$ cat config.mk
export PLATFORM = sky130hd
export DESIGN_NAME = tsched_top
export DESIGN_NICKNAME = d
export VERILOG_FILES = /design/src/rtl/tsched_pkg.sv /design/src/rtl/tsched_regs.sv /design/src/rtl/tsched_seq.sv /design/src/rtl/tsched_pick.sv /design/src/rtl/tsched_top.sv
export SDC_FILE = /design/constraint.sdc
export NUM_CORES = 1
export LEC_CHECK = 0
export ABC_AREA = 1
export ABC_CLOCK_PERIOD_IN_PS = 4700
export BUFFER_PORTS_ARGS = -buffer_cell sky130_fd_sc_hd__buf_2
export CAP_MARGIN = 20
export CORE_MARGIN = 2
export CORE_UTILIZATION = 35
export CTS_BUF_LIST = sky130_fd_sc_hd__clkbuf_8 sky130_fd_sc_hd__clkbuf_16
export DETAILED_ROUTE_END_ITERATION = 10
export MAX_ROUTING_LAYER = met4
export PLACE_DENSITY_LB_ADDON = 0.1
export SYNTH_ARGS = -nofsm -noshare
export SYNTH_HDL_FRONTEND = slang
export SYNTH_SLANG_ARGS = --single-unit
export TNS_END_PERCENT = 50
$ cat constraint.sdc
create_clock -name clk -period 4.7 [get_ports clk]
set_input_delay 1.175 -clock clk [delete_from_list [all_inputs] [get_ports clk]]
set_output_delay 1.175 -clock clk [all_outputs]
set_load 0.05 [all_outputs]
$ cat src/rtl/tsched_pkg.sv
// Package: shared constants for the table-driven scheduler.
// Assumes a 32-bit register word holding four 8-bit slot entries.
package tsched_pkg;
    localparam int unsigned WORD_W   = 32;
    localparam int unsigned ENTRY_W  = 8;
    localparam int unsigned CHAN_W   = 5;
    localparam int unsigned DIR_BIT  = 7;
    localparam int unsigned EN_BIT   = 31;
    localparam int unsigned CTRL_OFS = 32'h000;
    localparam int unsigned TBL_BASE = 32'h800;

    typedef struct packed {
        logic              rx;
        logic [CHAN_W-1:0] chan;
    } grant_t;
endpackage

$ cat src/rtl/tsched_regs.sv
// Module: tsched_regs
// Holds the control word (enable and last index) and the slot table, and
// serves the single-cycle register port with registered read data.
// Assumes TBL_WORDS is a power of two, at least 2.
module tsched_regs
    import tsched_pkg::*;
#(
    parameter int unsigned ADDR_W    = 12,
    parameter int unsigned TBL_WORDS = 16,
    localparam int unsigned IDX_W    = $clog2(TBL_WORDS * 4),
    localparam int unsigned WI_W     = $clog2(TBL_WORDS)
) (
    input  logic                        clk,
    input  logic                        rst_n,
    input  logic                        reg_wr,
    input  logic                        reg_rd,
    input  logic [ADDR_W-1:0]           reg_addr,
    input  logic [WORD_W-1:0]           reg_wdata,
    output logic [WORD_W-1:0]           reg_rdata,
    output logic                        en,
    output logic [IDX_W-1:0]            last_idx,
    output logic [TBL_WORDS*WORD_W-1:0] tbl_flat
);
    localparam logic [ADDR_W-3:0] WORDS_LIM = (ADDR_W-2)'(TBL_WORDS);

    logic [WORD_W-1:0] tbl [TBL_WORDS];
    logic [ADDR_W-1:0] ofs;
    logic              is_ctrl;
    logic              tbl_hit;
    logic [WI_W-1:0]   wi;
    logic [WORD_W-1:0] rd_mux;
    logic              unused_wdata;

    assign ofs     = reg_addr - TBL_BASE[ADDR_W-1:0];
    assign is_ctrl = (reg_addr == CTRL_OFS[ADDR_W-1:0]);
    assign tbl_hit = (reg_addr >= TBL_BASE[ADDR_W-1:0]) && (ofs[1:0] == 2'b00)
                     && (ofs[ADDR_W-1:2] < WORDS_LIM);
    assign wi      = ofs[WI_W+1:2];
    assign unused_wdata = ^reg_wdata[EN_BIT-1:IDX_W];

    // Control word: enable flag and last slot index.
    always_ff @(posedge clk) begin
        if (!rst_n) begin
            en       <= 1'b0;
            last_idx <= '0;
        end else if (reg_wr && is_ctrl) begin
            en       <= reg_wdata[EN_BIT];
            last_idx <= reg_wdata[IDX_W-1:0];
        end
    end

    // One storage word per table entry group, flattened for the selector.
    for (genvar g = 0; g < TBL_WORDS; g++) begin : g_word
        always_ff @(posedge clk) begin
            if (!rst_n)
                tbl[g] <= '0;
            else if (reg_wr && tbl_hit && (wi == WI_W'(g)))
                tbl[g] <= reg_wdata;
        end
        assign tbl_flat[g*WORD_W +: WORD_W] = tbl[g];
    end

    // Read multiplexer over control and table space.
    always_comb begin
        rd_mux = '0;
        if (is_ctrl)
            rd_mux = {en, {(EN_BIT-IDX_W){1'b0}}, last_idx};
        else if (tbl_hit)
            rd_mux = tbl[wi];
    end

    // Registered read data.
    always_ff @(posedge clk) begin
        if (!rst_n)
            reg_rdata <= '0;
        else if (reg_rd)
            reg_rdata <= rd_mux;
    end


    ctrl_rsvd_zero_chk: assert property (@(posedge clk) disable iff (!rst_n)
        (reg_rd && is_ctrl) |=> (reg_rdata[EN_BIT-1:IDX_W] == '0));

    unmapped_zero_chk: assert property (@(posedge clk) disable iff (!rst_n)
        (reg_rd && !is_ctrl && !tbl_hit) |=> (reg_rdata == '0));
endmodule

$ cat src/rtl/tsched_seq.sv
// Module: tsched_seq
// Slot pointer and valid strobe. Advances on an accepted grant, wraps after
// the last index, and clears when the scheduler is disabled.
// Assumes the table is not rewritten while enabled.
module tsched_seq #(
    parameter int unsigned IDX_W = 6
) (
    input  logic             clk,
    input  logic             rst_n,
    input  logic             en,
    input  logic [IDX_W-1:0] last_idx,
    input  logic             accept,
    output logic             valid,
    output logic [IDX_W-1:0] ptr
);
    // Pointer and valid state update.
    always_ff @(posedge clk) begin
        if (!rst_n || !en) begin
            valid <= 1'b0;
            ptr   <= '0;
        end else begin
            valid <= 1'b1;
            if (valid && accept)
                ptr <= (ptr >= last_idx) ? '0 : ptr + 1'b1;
        end
    end


    off_no_grant_chk: assert property (@(posedge clk) disable iff (!rst_n)
        !en |=> !valid);

    hold_chk: assert property (@(posedge clk) disable iff (!rst_n)
        (valid && !accept && en) |=> (valid && $stable(ptr)));

    wrap_chk: assert property (@(posedge clk) disable iff (!rst_n)
        (valid && accept && en && ptr >= last_idx) |=> (ptr == '0));

    step_chk: assert property (@(posedge clk) disable iff (!rst_n)
        (valid && accept && en && ptr < last_idx) |=> (ptr == $past(ptr) + 1'b1));

    off_ptr_chk: assert property (@(posedge clk) disable iff (!rst_n)
        !en |=> (ptr == '0));
endmodule

$ cat src/rtl/tsched_pick.sv
// Module: tsched_pick
// Selects the slot entry addressed by the pointer and decodes its channel and
// direction. Reserved entry bits are dropped.
module tsched_pick
    import tsched_pkg::*;
#(
    parameter int unsigned TBL_WORDS = 16,
    localparam int unsigned IDX_W    = $clog2(TBL_WORDS * 4)
) (
    input  logic [TBL_WORDS*WORD_W-1:0] tbl_flat,
    input  logic [IDX_W-1:0]            ptr,
    output grant_t                      grant
);
    logic [WORD_W-1:0]  word;
    logic [ENTRY_W-1:0] entry;
    logic               unused_rsvd;

    // Word then byte selection from the pointer.
    always_comb begin
        word  = tbl_flat[ptr[IDX_W-1:2]*WORD_W +: WORD_W];
        entry = word[ptr[1:0]*ENTRY_W +: ENTRY_W];
    end

    assign grant.chan  = entry[CHAN_W-1:0];
    assign grant.rx    = entry[DIR_BIT];
    assign unused_rsvd = ^entry[DIR_BIT-1:CHAN_W];
endmodule

$ cat src/rtl/tsched_top.sv
// Module: tsched_top
// Table-driven channel scheduler: register bank, slot sequencer and entry
// decoder. Grants one channel and direction per slot.
module tsched_top
    import tsched_pkg::*;
#(
    parameter int unsigned ADDR_W    = 12,
    parameter int unsigned TBL_WORDS = 16,
    localparam int unsigned IDX_W    = $clog2(TBL_WORDS * 4)
) (
    input  logic              clk,
    input  logic              rst_n,
    input  logic              reg_wr,
    input  logic              reg_rd,
    input  logic [ADDR_W-1:0] reg_addr,
    input  logic [31:0]       reg_wdata,
    output logic [31:0]       reg_rdata,
    output logic              grant_valid,
    output logic [4:0]        grant_chan,
    output logic              grant_rx,
    input  logic              grant_accept
);
    logic                        en;
    logic [IDX_W-1:0]            last_idx;
    logic [IDX_W-1:0]            ptr;
    logic [TBL_WORDS*WORD_W-1:0] tbl_flat;
    grant_t                      grant;

    tsched_regs #(.ADDR_W(ADDR_W), .TBL_WORDS(TBL_WORDS)) u_regs (
        .clk(clk), .rst_n(rst_n), .reg_wr(reg_wr), .reg_rd(reg_rd),
        .reg_addr(reg_addr), .reg_wdata(reg_wdata), .reg_rdata(reg_rdata),
        .en(en), .last_idx(last_idx), .tbl_flat(tbl_flat)
    );

    tsched_seq #(.IDX_W(IDX_W)) u_seq (
        .clk(clk), .rst_n(rst_n), .en(en), .last_idx(last_idx),
        .accept(grant_accept), .valid(grant_valid), .ptr(ptr)
    );

    tsched_pick #(.TBL_WORDS(TBL_WORDS)) u_pick (
        .tbl_flat(tbl_flat), .ptr(ptr), .grant(grant)
    );

    assign grant_chan = grant.chan;
    assign grant_rx   = grant.rx;
endmodule

======== Yosys cells after proc, flatten, opt, wreduce, memory -nomap -nowiden ========
Memories as Yosys holds them, arrays and structs flattened.
Cells that the tools add are included.
word-level totals
  register bits ........................... 46
  input bits .............................. 49
  memories ................................ 1
  word-level logic and storage cells ...... 140
  memory bits (writable) .................. 512
memory list
  memory      depth  width  rd ports  clocked after memory_dff  wr ports  line               RTL
  u_regs.tbl  16     32     17        0                         16        tsched_regs.sv:26  logic [WORD_W-1:0] tbl [TBL_WORDS];
operators by class
  equal/unequal tests ..................... 15
  multiplexer cells ....................... 69
  bitwise operators ....................... 16
  reduce and logical (&&, ||, !) cells .... 27
  add/subtract/negate cells ............... 2
  shift operators ......................... 2
  order comparisons ....................... 3
operator list
  kind                                                         number
  two-way mux 32 bit                                           18
  variable part select 512 x 10 -> 32 bit                      1
  two-way mux 1 bit                                            50
  == test 4 bit, second input constant                         8
  variable part select 32 x 6 -> 8 bit                         1
  logical AND 1 bit                                            21
  == test 4 x 3 -> 1 bit, second input constant                4
  OR 1 bit                                                     16
  >= comparator 12 bit, second input constant                  1
  logical NOT 12 bit                                           1
  subtractor 12 bit, second input constant                     1
  less-than comparator 10 x 5 -> 1 bit, second input constant  1
  == test 4 x 2 -> 1 bit, second input constant                2
  adder 6 x 1 -> 6 bit, second input constant                  1
  >= comparator 6 bit                                          1
  two-way mux 6 bit                                            1
  == test 4 x 1 -> 1 bit, second input constant                1
  logical NOT 4 bit                                            1
  logical NOT 1 bit                                            2
  logical NOT 2 bit                                            1
  logical OR 1 bit                                             1

======== Depth between registers and ports, before layout ========
  depth after elaboration ................. 10
  depth in mapped cells ................... 13

======== Cells and area by module ========
Synthesis repeated with hierarchy kept, for this count alone.
second synthesis, totals
  cells, all modules ...................... 3839
  area, all modules ....................... 30102.6 µm²
by module, submodules not included
  module       seq. area each (µm²)  cells each  area each (µm²)  times used
  tsched_regs  16155.5               2874        25737.2          1
  tsched_pick  0.0                   896         3891.2           1
  tsched_seq   140.1                 69          474.2            1

======== Least setup slack after synthesis ========
OpenSTA, ideal clock, no wires.
  kind .................................... input to register
  start point ............................. input reg_addr[7]
  end point ............................... memory u_regs.tbl[0][0] (enable)
  setup time .............................. 0.466 ns
  cell stages on the path ................. 7
  data arrival time ....................... 4.350 ns
  path slack .............................. -0.115 ns
  data required time ...................... 4.234 ns
  cell sequence ........................... nor2_1 > nand2_1 > nor3_4 > nand2_4 > nor2_4 > inv_1 > o21ai_0
RTL lines
  item             line               RTL
  start, declared  tsched_top.sv:15   input logic [ADDR_W-1:0] reg_addr,
  end, declared    tsched_regs.sv:26

======== Worst setup path after layout ========
  start point ............................. register u_seq.ptr[3]
  end point ............................... output grant_chan[1]
between the ends
  longest elaborated chain between the ends .. 2
RTL lines
  item                                     line               RTL
  start, declared                          tsched_seq.sv:14   output logic [IDX_W-1:0] ptr
  start signal, assigned                   tsched_seq.sv:24   ptr <= (ptr >= last_idx) ? '0 : ptr + 1'b1;
  variable part select 512 x 10 -> 32 bit  tsched_pick.sv:20  word = tbl_flat[ptr[IDX_W-1:2]*WORD_W +: WORD_W];
  variable part select 32 x 6 -> 8 bit     tsched_pick.sv:21  entry = word[ptr[1:0]*ENTRY_W +: ENTRY_W];
  end, declared                            tsched_top.sv:19   output logic [4:0] grant_chan,
No other way between the ends.

==> flow_summary.ini <==
[outcome]
outcome = complete, no violations

[finish]
postLayoutCellArea_sq_mm = 0.0333
fin_nets = 3763
area_growth_syn_to_layout_pct = 14.8
final_cells = 4830
drive_above_1_share_pct = 9.15
fin_util_pct = 40.6

[yosys]
yosys_warnings = 0
yosysTopAreaCell = edfxtp_1
ys_ff_latch = 558
syn-num-nets = 3740
avgSynthCellArea_sq_um = 7.88
synth_area_leaders = edfxtp_1, nor2_1, nand2_1
ys_types = 28
synth.most_common_cell = nor2_1
synth_edf_count = 512
synth_area_sq_mm = 0.0290
synth.top_cell.area_share_pct = 53.0
ys_seq_area_share_pct = 56.2
synth_common_cells = nor2_1, nand2_1, edfxtp_1, nand3_1, inv_1
syn_inst = 3684
ys_async_sr_fraction_pct = 0
synth_top_flop_cell = edfxtp_1

[cts]
post_cts_buffers = 0
cts_tree = done
ctsHoldBuffers = 0
cts_num_sinks = 558
cts_inserted_buffers = 69
clock_latency_ps = 610
clkSlewWorstSetupHoldPaths_ps = 50
cts_buffer_depth = 3
h-tree-depth = 3
root_buffer = clkbuf_16
ctsResizeCount = 0

[floorplanning]
initial_utilization_pct = 35.3
fp-row-count = 105
core_sq_mm = 0.0821
fp.dieW_microns = 292
design.die.area_sq_mm = 0.0852
die_h_microns = 292
ios = 88

[detailed_routing]
vias = 25200
vias_per_cell = 5.21
ant_nets = 0
wirelength_mm = 117
drc_errors = 0
first_iter_violations = 2643
wl_per_cell_microns = 24.3
firstDrtPassIters = 6

[global_routing]
grt_max_degree = 83
grt_pass1_wl_mm = 168
grt_pass1_vias = 23600
grt_usage_pct = 28.2
grt-ovfl-total = 0
antenna_found_initial = 0

[sta]
max_slew.worst_pin.slew_ps = 1110
setup_ws_ps = 390
slew_violations = 0
slew-limit-headroom_pct = 25.1
finalCritPeriodShare_pct = 91.7
fin_crit_ps = 4310
whs_ps = 469
finalClockSkew_ps = 17.1
fmax_mhz = 232
rsz0062_at_grt = false
hold_viol = 0
setup_viol_count_final = 0

[min_path]
hold_path.startpoint = u_regs.en
whs_path_depth = 2
min_path_type = flop to flop

[place]
place_inst = 4706
place.gp.congestion = 0.864
hpwl_mm = 70.3
port-buffer-count = 87
place_area_sq_mm = 0.0311
place_ws_ps = 808

[pwr]
peakVddDrop_mv = 0.251
powerDensity_mw_per_mm2 = 358
leakagePower_uw = 0.0143

[worst_setup_path]
cp.required_ps = 3520
cpMaxStageDelayCell = buf_4
crit_family = buffers and inverters
cp-end-kind = primary output
crit_buf_inv = 4
crit_type = flop to primary output
critical_path_depth = 11
r2r-start = u_seq.ptr[4]
max_stage_delay_ps = 460
path_max_fanout = 28
path_cells = inv_4 > buf_4 > nand3_1 > nand3_1 > nand3_1 > nand2_1 > nand2_1 > nand2_1 > inv_1 > nand2_1 > buf_2
crit_arrival_ps = 3140
start_kind = flop
cpMostUsedCell = nand2_1
startpoint = u_seq.ptr[3]
reg2regPathDepth = 9

[flow_run]
drv_cap = 0
==> area by class of cell <==
cell class,instances,area (sq um)
timing repair buffer,194,1550
tap,1070,1340
antenna,2,5.00
inverter,306,1160
fill,8351,48800
sequential,558,16300
clock inverter,39,209
clock buffer,83,1960
multi-input combinational,2578,10800
==> routing by layer <==
layer | global-route usage [%] | wire length [microns] | vias up
met2 | 42.4 | 52200 | 1013
met1 | 39.6 | 53200 | 12200
li1 | - | - | 11700
met5 | - | 0 | -
met4 | 8.62 | 3670 | 0
met3 | 3.75 | 8280 | 209
==> power breakdown <==
group | switching, uW | internal, uW
clock network | 2170 | 3050
registers | 101 | 5640
logic | 729 | 232
==> logic make-up after synthesis <==
group           share of synthesized area (%)
simple gates                             33.9
flops                                    56.2
buf+inv                                  7.52
compound gates                           2.14
fa+ha+maj                               0.302
xor+xnor                               0.0302
==> final timing paths <==
| check | to | slack (ps) |
|---|---|---|
| max | grant_chan[1] | 390 |
| min | u_regs.en | 470 |
| max reg2reg | u_seq.ptr[3] | 2550 |
| min reg2reg | u_regs.en | 470 |
==> flip-flops by register name (all words and copies together) (netlist names) <==
name              cells
u_regs.last_idx       6
u_regs.en             1
u_regs.reg_rdata     32
u_seq.valid           1
u_seq.ptr             6
u_regs.tbl          512
==> tightest hold or removal path: cells and delay by family, from the launching register on <==
| kind | cells | cell delay [ps] |
|---|---|---|
| AOI/OAI and AO/OA | 1 | 50 |
| buffers and inverters | 1 | 60 |
| DFF | 1 | 310 |
==> cell usage in the layout, fill, tap and decap left out, types with 42 or more instances in the layout <==
cell type  synthesis  routed
nor2_1          1172    1167
nand2_1          887     885
edfxtp_1         512     512
nand3_1          339     339
inv_1            298     317
buf_2             86      87
buf_4              5      82
clkbuf_16          0      73
a21oi_1           57      57
o21ai_0           63      47
dfxtp_1           46      42
==> metrics by stage <==
step                      power (uW)  TNS [ps]
after floorplan                 6370    -59000
after CTS                      12000         0
after global routing           12300         0
after global placement          6790         0
final                          11900         0
after detailed placement        6790         0
Power figures use the tool's default switching activity.
